<file path="config.mk">
export PLATFORM = sky130hd
export DESIGN_NAME = pci_dma_xlate
export DESIGN_NICKNAME = d
export VERILOG_FILES = /design/src/rtl/pdx_pkg.sv /design/src/rtl/pdx_regfile.sv /design/src/rtl/pdx_win_match.sv /design/src/rtl/pdx_xlate.sv /design/src/rtl/pci_dma_xlate.sv
export SDC_FILE = /design/constraint.sdc
export NUM_CORES = 1
export LEC_CHECK = 0
export BUFFER_PORTS_ARGS = -buffer_cell sky130_fd_sc_hd__buf_2
export CORE_ASPECT_RATIO = 1.1
export CORE_MARGIN = 4
export CORE_UTILIZATION = 62
export DETAILED_ROUTE_END_ITERATION = 12
export HOLD_SLACK_MARGIN = 0.08
export PLACE_DENSITY = 0.95
export SETUP_SLACK_MARGIN = 0.15
export SYNTH_ARGS = -nofsm -noshare
export SYNTH_HDL_FRONTEND = slang
export SYNTH_SLANG_ARGS = --single-unit
</file>
<file path="constraint.sdc">
create_clock -name clk -period 10.7 [get_ports clk]
set_input_delay 1.605 -clock clk [delete_from_list [all_inputs] [get_ports clk]]
set_output_delay 1.605 -clock clk [all_outputs]
set_load 0.05 [all_outputs]
</file>
<file path="src/rtl/pdx_pkg.sv">
package pdx_pkg;
  typedef enum logic [1:0] {
    KIND_BASE = 2'd0,
    KIND_MASK = 2'd1,
    KIND_TBA  = 2'd2,
    KIND_CTRL = 2'd3
  } pdx_kind_e;
endpackage

</file>
<file path="src/rtl/pdx_regfile.sv">
module pdx_regfile
  import pdx_pkg::*;
#(
  parameter int NUM_WIN  = 4,
  parameter int ADDR_W   = 64,
  parameter int SAC_W    = 32,
  parameter int GRAN_LSB = 20,
  parameter int SYS_W    = 35,
  parameter int TBA_LSB  = 10,
  parameter int WIN_W    = $clog2(NUM_WIN),
  parameter int WSEL_W   = WIN_W + 2
) (
  input  logic                      clk,
  input  logic                      rst,
  input  logic                      we,
  input  logic [WSEL_W-1:0]         waddr,
  input  logic [ADDR_W-1:0]         wdata,
  output logic [NUM_WIN-1:0]        en_o,
  output logic [NUM_WIN-1:0]        sg_o,
  output logic [SAC_W-1:GRAN_LSB]   base_o [NUM_WIN],
  output logic [SAC_W-1:GRAN_LSB]   mask_o [NUM_WIN],
  output logic [SYS_W-1:TBA_LSB]    tba_o  [NUM_WIN],
  output logic                      dac_en_o,
  output logic                      err_o
);
  localparam logic [ADDR_W-1:0] TBA_LEGAL =
    ((ADDR_W'(1) << SYS_W) - ADDR_W'(1)) & ~((ADDR_W'(1) << TBA_LSB) - ADDR_W'(1));

  pdx_kind_e        kind;
  logic [WIN_W-1:0] widx;

  assign kind = pdx_kind_e'(waddr[1:0]);
  assign widx = waddr[WSEL_W-1:2];

  always_ff @(posedge clk) begin
    if (rst) begin
      en_o     <= '0;
      sg_o     <= '0;
      dac_en_o <= 1'b0;
      err_o    <= 1'b0;
      for (int i = 0; i < NUM_WIN; i++) begin
        base_o[i] <= '0;
        mask_o[i] <= '0;
        tba_o[i]  <= '0;
      end
    end else begin
      err_o <= 1'b0;
      if (we) begin
        unique case (kind)
          KIND_BASE: begin
            en_o[widx]   <= wdata[0];
            sg_o[widx]   <= wdata[1];
            base_o[widx] <= wdata[SAC_W-1:GRAN_LSB];
          end
          KIND_MASK: mask_o[widx] <= wdata[SAC_W-1:GRAN_LSB];
          KIND_TBA: begin
            tba_o[widx] <= wdata[SYS_W-1:TBA_LSB];
            err_o       <= |(wdata & ~TBA_LEGAL);
          end
          KIND_CTRL: dac_en_o <= wdata[0];
          default: ;
        endcase
      end
    end
  end
endmodule

</file>
<file path="src/rtl/pdx_win_match.sv">
module pdx_win_match #(
  parameter int NUM_WIN  = 4,
  parameter int SAC_W    = 32,
  parameter int GRAN_LSB = 20
) (
  input  logic [SAC_W-1:GRAN_LSB] page_hi,
  input  logic [NUM_WIN-1:0]      en,
  input  logic [SAC_W-1:GRAN_LSB] base [NUM_WIN],
  input  logic [SAC_W-1:GRAN_LSB] mask [NUM_WIN],
  output logic [NUM_WIN-1:0]      match
);
  for (genvar g = 0; g < NUM_WIN; g++) begin : g_win
    assign match[g] = en[g] && (((page_hi ^ base[g]) & ~mask[g]) == '0);
  end
endmodule

</file>
<file path="src/rtl/pdx_xlate.sv">
module pdx_xlate #(
  parameter int NUM_WIN  = 4,
  parameter int ADDR_W   = 64,
  parameter int SAC_W    = 32,
  parameter int GRAN_LSB = 20,
  parameter int SYS_W    = 35,
  parameter int TBA_LSB  = 10,
  parameter int PAGE_SH  = 13,
  parameter int PTE_SH   = 3,
  parameter int DAC_LSB  = 40,
  parameter logic [ADDR_W-DAC_LSB-1:0] DAC_TAG = 1,
  parameter int WIN_W    = $clog2(NUM_WIN),
  parameter int WIDX_W   = $clog2(NUM_WIN + 1)
) (
  input  logic                    clk,
  input  logic                    rst,
  input  logic                    req_valid,
  input  logic                    req_dac,
  input  logic [ADDR_W-1:0]       req_addr,
  input  logic [NUM_WIN-1:0]      match,
  input  logic [NUM_WIN-1:0]      sg,
  input  logic [SAC_W-1:GRAN_LSB] mask [NUM_WIN],
  input  logic [SYS_W-1:TBA_LSB]  tba  [NUM_WIN],
  input  logic                    dac_en,
  output logic                    hit_q,
  output logic [WIDX_W-1:0]       win_q,
  output logic                    sg_q,
  output logic [SYS_W-1:0]        addr_q,
  output logic                    miss_q
);
  logic [WIN_W-1:0]  sel;
  logic              any;
  logic [SAC_W-1:0]  offset;
  logic [SYS_W-1:0]  tba_full;
  logic [SYS_W-1:0]  pte_step;
  logic [SYS_W-1:0]  win_addr;
  logic              dac_hit;
  logic              hit_d, sg_d, miss_d;
  logic [WIDX_W-1:0] win_d;
  logic [SYS_W-1:0]  addr_d;
  logic              unused_hole;

  // Lowest index wins: scan from the top so lower indices overwrite.
  always_comb begin
    sel = '0;
    any = 1'b0;
    for (int i = NUM_WIN - 1; i >= 0; i--) begin
      if (match[i]) begin
        sel = WIN_W'(i);
        any = 1'b1;
      end
    end
  end

  assign offset   = {req_addr[SAC_W-1:GRAN_LSB] & mask[sel], req_addr[GRAN_LSB-1:0]};
  assign tba_full = {tba[sel], {TBA_LSB{1'b0}}};
  assign pte_step = SYS_W'(offset[SAC_W-1:PAGE_SH]) << PTE_SH;
  assign win_addr = sg[sel] ? (tba_full + pte_step) : (tba_full | SYS_W'(offset));
  assign dac_hit  = dac_en && (req_addr[ADDR_W-1:DAC_LSB] == DAC_TAG);
  assign unused_hole = ^req_addr[DAC_LSB-1:SYS_W];

  always_comb begin
    hit_d  = 1'b0;
    sg_d   = 1'b0;
    miss_d = 1'b0;
    win_d  = '0;
    addr_d = '0;
    if (req_valid) begin
      if (req_dac) begin
        if (dac_hit) begin
          hit_d  = 1'b1;
          win_d  = WIDX_W'(NUM_WIN);
          addr_d = req_addr[SYS_W-1:0];
        end else begin
          miss_d = 1'b1;
        end
      end else if (any) begin
        hit_d  = 1'b1;
        win_d  = WIDX_W'(sel);
        sg_d   = sg[sel];
        addr_d = win_addr;
      end else begin
        miss_d = 1'b1;
      end
    end
  end

  always_ff @(posedge clk) begin
    if (rst) begin
      hit_q  <= 1'b0;
      win_q  <= '0;
      sg_q   <= 1'b0;
      addr_q <= '0;
      miss_q <= 1'b0;
    end else begin
      hit_q  <= hit_d;
      win_q  <= win_d;
      sg_q   <= sg_d;
      addr_q <= addr_d;
      miss_q <= miss_d;
    end
  end
endmodule

</file>
<file path="src/rtl/pci_dma_xlate.sv">
module pci_dma_xlate #(
  parameter int NUM_WIN  = 4,
  parameter int ADDR_W   = 64,
  parameter int SAC_W    = 32,
  parameter int GRAN_LSB = 20,
  parameter int SYS_W    = 35,
  parameter int TBA_LSB  = 10,
  parameter int PAGE_SH  = 13,
  parameter int PTE_SH   = 3,
  parameter int DAC_LSB  = 40,
  parameter logic [ADDR_W-DAC_LSB-1:0] DAC_TAG = 1,
  parameter int WIN_W    = $clog2(NUM_WIN),
  parameter int WSEL_W   = WIN_W + 2,
  parameter int WIDX_W   = $clog2(NUM_WIN + 1)
) (
  input  logic              clk,
  input  logic              rst,
  input  logic              req_valid,
  input  logic              req_dac,
  input  logic [ADDR_W-1:0] req_addr,
  input  logic              cfg_we,
  input  logic [WSEL_W-1:0] cfg_addr,
  input  logic [ADDR_W-1:0] cfg_wdata,
  output logic              xl_hit,
  output logic [WIDX_W-1:0] xl_win,
  output logic              xl_sg,
  output logic [SYS_W-1:0]  xl_addr,
  output logic              xl_miss,
  output logic              cfg_err
);
  logic [NUM_WIN-1:0]      en_vec;
  logic [NUM_WIN-1:0]      sg_vec;
  logic [SAC_W-1:GRAN_LSB] base_arr [NUM_WIN];
  logic [SAC_W-1:GRAN_LSB] mask_arr [NUM_WIN];
  logic [SYS_W-1:TBA_LSB]  tba_arr  [NUM_WIN];
  logic                    dac_en;
  logic [NUM_WIN-1:0]      match_vec;

  pdx_regfile #(
    .NUM_WIN(NUM_WIN), .ADDR_W(ADDR_W), .SAC_W(SAC_W), .GRAN_LSB(GRAN_LSB),
    .SYS_W(SYS_W), .TBA_LSB(TBA_LSB), .WIN_W(WIN_W), .WSEL_W(WSEL_W)
  ) u_regs (
    .clk(clk), .rst(rst), .we(cfg_we), .waddr(cfg_addr), .wdata(cfg_wdata),
    .en_o(en_vec), .sg_o(sg_vec), .base_o(base_arr), .mask_o(mask_arr),
    .tba_o(tba_arr), .dac_en_o(dac_en), .err_o(cfg_err)
  );

  pdx_win_match #(
    .NUM_WIN(NUM_WIN), .SAC_W(SAC_W), .GRAN_LSB(GRAN_LSB)
  ) u_match (
    .page_hi(req_addr[SAC_W-1:GRAN_LSB]), .en(en_vec), .base(base_arr),
    .mask(mask_arr), .match(match_vec)
  );

  pdx_xlate #(
    .NUM_WIN(NUM_WIN), .ADDR_W(ADDR_W), .SAC_W(SAC_W), .GRAN_LSB(GRAN_LSB),
    .SYS_W(SYS_W), .TBA_LSB(TBA_LSB), .PAGE_SH(PAGE_SH), .PTE_SH(PTE_SH),
    .DAC_LSB(DAC_LSB), .DAC_TAG(DAC_TAG), .WIN_W(WIN_W), .WIDX_W(WIDX_W)
  ) u_xlate (
    .clk(clk), .rst(rst), .req_valid(req_valid), .req_dac(req_dac),
    .req_addr(req_addr), .match(match_vec), .sg(sg_vec), .mask(mask_arr),
    .tba(tba_arr), .dac_en(dac_en), .hit_q(xl_hit), .win_q(xl_win),
    .sg_q(xl_sg), .addr_q(xl_addr), .miss_q(xl_miss)
  );
endmodule

</file>
==> reports/metrics.cfg <==
[setup_path]
r2r_cells=22
crit_type=in2reg
cp_max_fo=41
crit_chain=buf_2 > xnor2_2 > o22ai_1 > or4_4 > o211ai_4 > a21o_2 > and2_1 > a211oi_1 > a31oi_1 > and2_1 > ha_1 > fa_1 > a21o_1 > a21oi_1 > o21ai_0 > nand2_1 > a21oi_1 > a31oi_1 > nor2_1 > nand3b_2 > or3_1 > o211a_1 > o21ai_1
critical_path_arrival_ps=7640
crit_path_max_incr_delay_ps=750
cp.required_ps=11140
cp_slowest_cell=a21o_2
cpLargestDelayFamily=compound AO/OA/AOI/OAI gates
endpoint_kind=flip-flop
reg2reg_to=u_xlate.addr_q[30]
r2r_slack_ps=4500
worst_r2r_startpoint=u_regs.base_o[12]
path_buf_inv=1
worstSetupStartpointType=input pin

[synth]
synth_nets=1578
synth-main-ff-cell=dfxtp_1
synth_edf_count=0
synthTopCellsByArea=dfxtp_1 43%, nand2_1 13%, a21oi_1 8.3%
synth_compound_area_share_pct=18.6
synth-simple-area-share_pct=22.1
ys_types=69
yosys-top-cells-count=388 x nand2_1, 247 x dfxtp_1, 191 x a21oi_1
synthArstFlopShare_pct=0
synth_most_common_cell=nand2_1
synth.area.mux_share_pct=5.58
netlist_area_mm2=0.0116
synth_fa_ha_area_share_pct=1.47
synth.top_cell.area_share_pct=42.7
avgSynthCellArea_um2=8.11
ys_seq_area_share_pct=42.7
synth_top_family_by_area=simple AND/OR/NAND/NOR gates
synth-xor-area-share_pct=4.89
syn_inst=1428
yosysWarnings=0
yosys.area.top_type=dfxtp_1
synth-seq-cells=247

[sta]
rsz0062_at_grt=no
final-setup-viol-count=0
slew_viol_final=0
slew_headroom_pct=17.0
worst_slack_ps=3500
tightest_slew_ps=1240
clock.fmax_ghz=0.139
hold_ws_ps=454
min_period_ps=7200
fin_tns_setup_ps=0
skew_ps=12.8
min_period_over_period_pct=67.3
final_hold_viol_count=0

[min_path]
min_path_type=reg2reg
holdCritStartpoint=u_regs.tba_o[80]
worstHoldEndpoint=u_regs.tba_o[80]
whs_path_depth=2

[outcome]
outcome=complete, no violations

[routing]
wirelength_mm=36.3
viasPerCell=6.36
remaining_drc_errors=0
drt_iter0_markers=1443
avgRoutedWirePerCell_um=20.2
drt-pass1-iter-count=12
ant_nets=0
via_count=11400

[die]
dieArea_mm2=0.0209
io_pins=179
die_y_um=151
core_mm2=0.0183
rows=52
fp.dieW_um=138
initial_utilization_pct=63.1

[clock_network]
cts_setup_buffers=0
clkTransAtPathRegs_ps=60
cts_made_buffers=24
cts_tree=done
cts.repair.resized=0
htree_levels=1
hold_buffers=0
cts.sinks=247
clock_latency_ps=520
clock_tree.root_cell=clkbuf_16
max-clock-path-buffers=3

[global_routing]
grt_pass1_wl_mm=57.1
grt_pass1_vias=11000
gr-total-overflow=0
grt_use_total_pct=33.5
grt_max_degree=146
antenna_found_initial=2

[pwr]
seqPwrFrac_pct=48.5
p_int_mw=1.49
pwr-share-comb_pct=6.3
power.density_mw_per_mm2=146
ir_drop_mv=0.136
power.leakage_nw=4.96
switching_share_pct=22.8
p_clk_share_pct=45.2
power.net_switching_mw=0.441

[placement]
dp_hpwl_mm=24.2
pre_cts_ws_ps=3230
dpl_cell_area_mm2=0.0124
gp_congestion=0.930
io_buffer_count=173

[run]
cap_violations=0

[final_layout]
nNetsFinal=1686
areaGrowthSynthToFinish_pct=14.0
stdcell_area_mm2=0.0132
drive_gt1_share_pct=17.7

stage by stage:
step | total power [mW] | instances | utilization (%)
global route | 1.98 | 1796 | 71.9
detailed placement | 1.07 | 1753 | 67.4
floorplan | 1.03 | 1428 | -
global placement | 1.07 | 1753 | 67.4
finish | 1.93 | 1796 | 71.9
CTS | 1.93 | 1795 | 71.9
worst max path at each step:
stage / from / end / slack (ps) / cells after the start
finish: req_addr[20] / u_xlate.addr_q[30] / 3500 / 23
detailed placement: req_addr[29] / u_xlate.addr_q[30] / 3230 / 23
global placement: req_addr[20] / u_xlate.addr_q[30] / 3280 / 23
global route: req_addr[20] / u_xlate.addr_q[30] / 3320 / 23
CTS: req_addr[29] / u_xlate.addr_q[30] / 3730 / 23
floorplan: req_addr[31] / u_xlate.addr_q[30] / 4290 / 25
worst reg2reg max path: stages (launching register included):
cell      delay [ps]
dfxtp_1          370
xnor2_2          120
o22ai_1          140
or4_4            580
o211ai_4         560
a21o_2           760
and2_1           240
a211oi_1          50
a31oi_1          440
and2_1           200
ha_1             190
fa_1             230
a21o_1           120
a21oi_1          100
o21ai_0          270
nand2_1           80
a21oi_1          240
a31oi_1          200
nor2_1           210
nand3b_2         190
or3_1            430
o211a_1          230
o21ai_1          170
power by group through the flow:
stage                     sequential (mW)  clock [mW]  combinational (mW)
after global placement              0.956           0               0.114
final                               0.937       0.874               0.122
after detailed placement            0.957           0               0.117
after global routing                0.937       0.914               0.130
after CTS                           0.936       0.874               0.119
after floorplan                     0.956           0              0.0695
flip-flops by register name (all words and copies together), names as in the netlist, 3 cells and up:
signal and cells:
u_xlate.addr_q 35, u_regs.mask_o 48, u_regs.sg_o 4, u_xlate.win_q 3, u_regs.en_o 4, u_regs.base_o 48
u_regs.tba_o 100
final cells by class:
| type | instances | area [µm²] |
|---|---|---|
| clock buffers | 36 | 767 |
| inverters | 1 | 3.75 |
| repair buffers | 189 | 992 |
| well taps | 243 | 304 |
| multi-input cells | 1073 | 6120 |
| clock inverters | 6 | 61.3 |
| diodes | 1 | 2.50 |
| flip-flops and latches | 247 | 4940 |
| fillers | 1297 | 5150 |
metal layers:
layer / vias up / global-route usage (%) / wire length [µm]
li1: 5103 / - / -
met1: 5264 / 38.1 / 12600
met2: 860 / 58.5 / 17300
met3: 201 / 7.23 / 4090
met4: 2 / 19.3 / 2240
met5: - / 0 / 9
layout by cell type, fill, tap and decap left out, drive strengths merged, types with 3 or more instances in the layout:
| cell | netlist | layout |
|---|---|---|
| o21ai | 31 | 31 |
| a211oi | 16 | 16 |
| nand4 | 4 | 4 |
| and3 | 3 | 3 |
| buf | 31 | 189 |
| o22ai | 25 | 25 |
| xor2 | 8 | 8 |
| nor2 | 78 | 78 |
| ha | 12 | 12 |
| or3 | 4 | 4 |
| nor4 | 19 | 19 |
| mux2i | 51 | 51 |
| nand3 | 21 | 21 |
| a21oi | 194 | 194 |
| a21o | 13 | 13 |
| a31oi | 19 | 19 |
| o2bb2ai | 7 | 7 |
| a22o | 9 | 9 |
| mux4 | 6 | 6 |
| o211ai | 3 | 3 |
| a32o | 3 | 3 |
| o21a | 9 | 9 |
| nand2 | 389 | 389 |
| or4 | 3 | 3 |
| nor3 | 17 | 17 |
| o221ai | 8 | 8 |
| xnor2 | 54 | 54 |
| clkbuf | 76 | 36 |
| and2 | 28 | 28 |
| nand3b | 3 | 3 |
| or2 | 5 | 5 |
| dfxtp | 247 | 247 |
| nand2b | 6 | 6 |
| nor2b | 3 | 3 |
| clkinv | 0 | 3 |
cell families after synthesis:
logic type,Yosys count
compound gates,353
xor+xnor,62
fa+ha+maj,13
buf+inv,108
flops,247
mux,57
simple gates,588
Note: power is estimated with default switching activity, not from simulation.
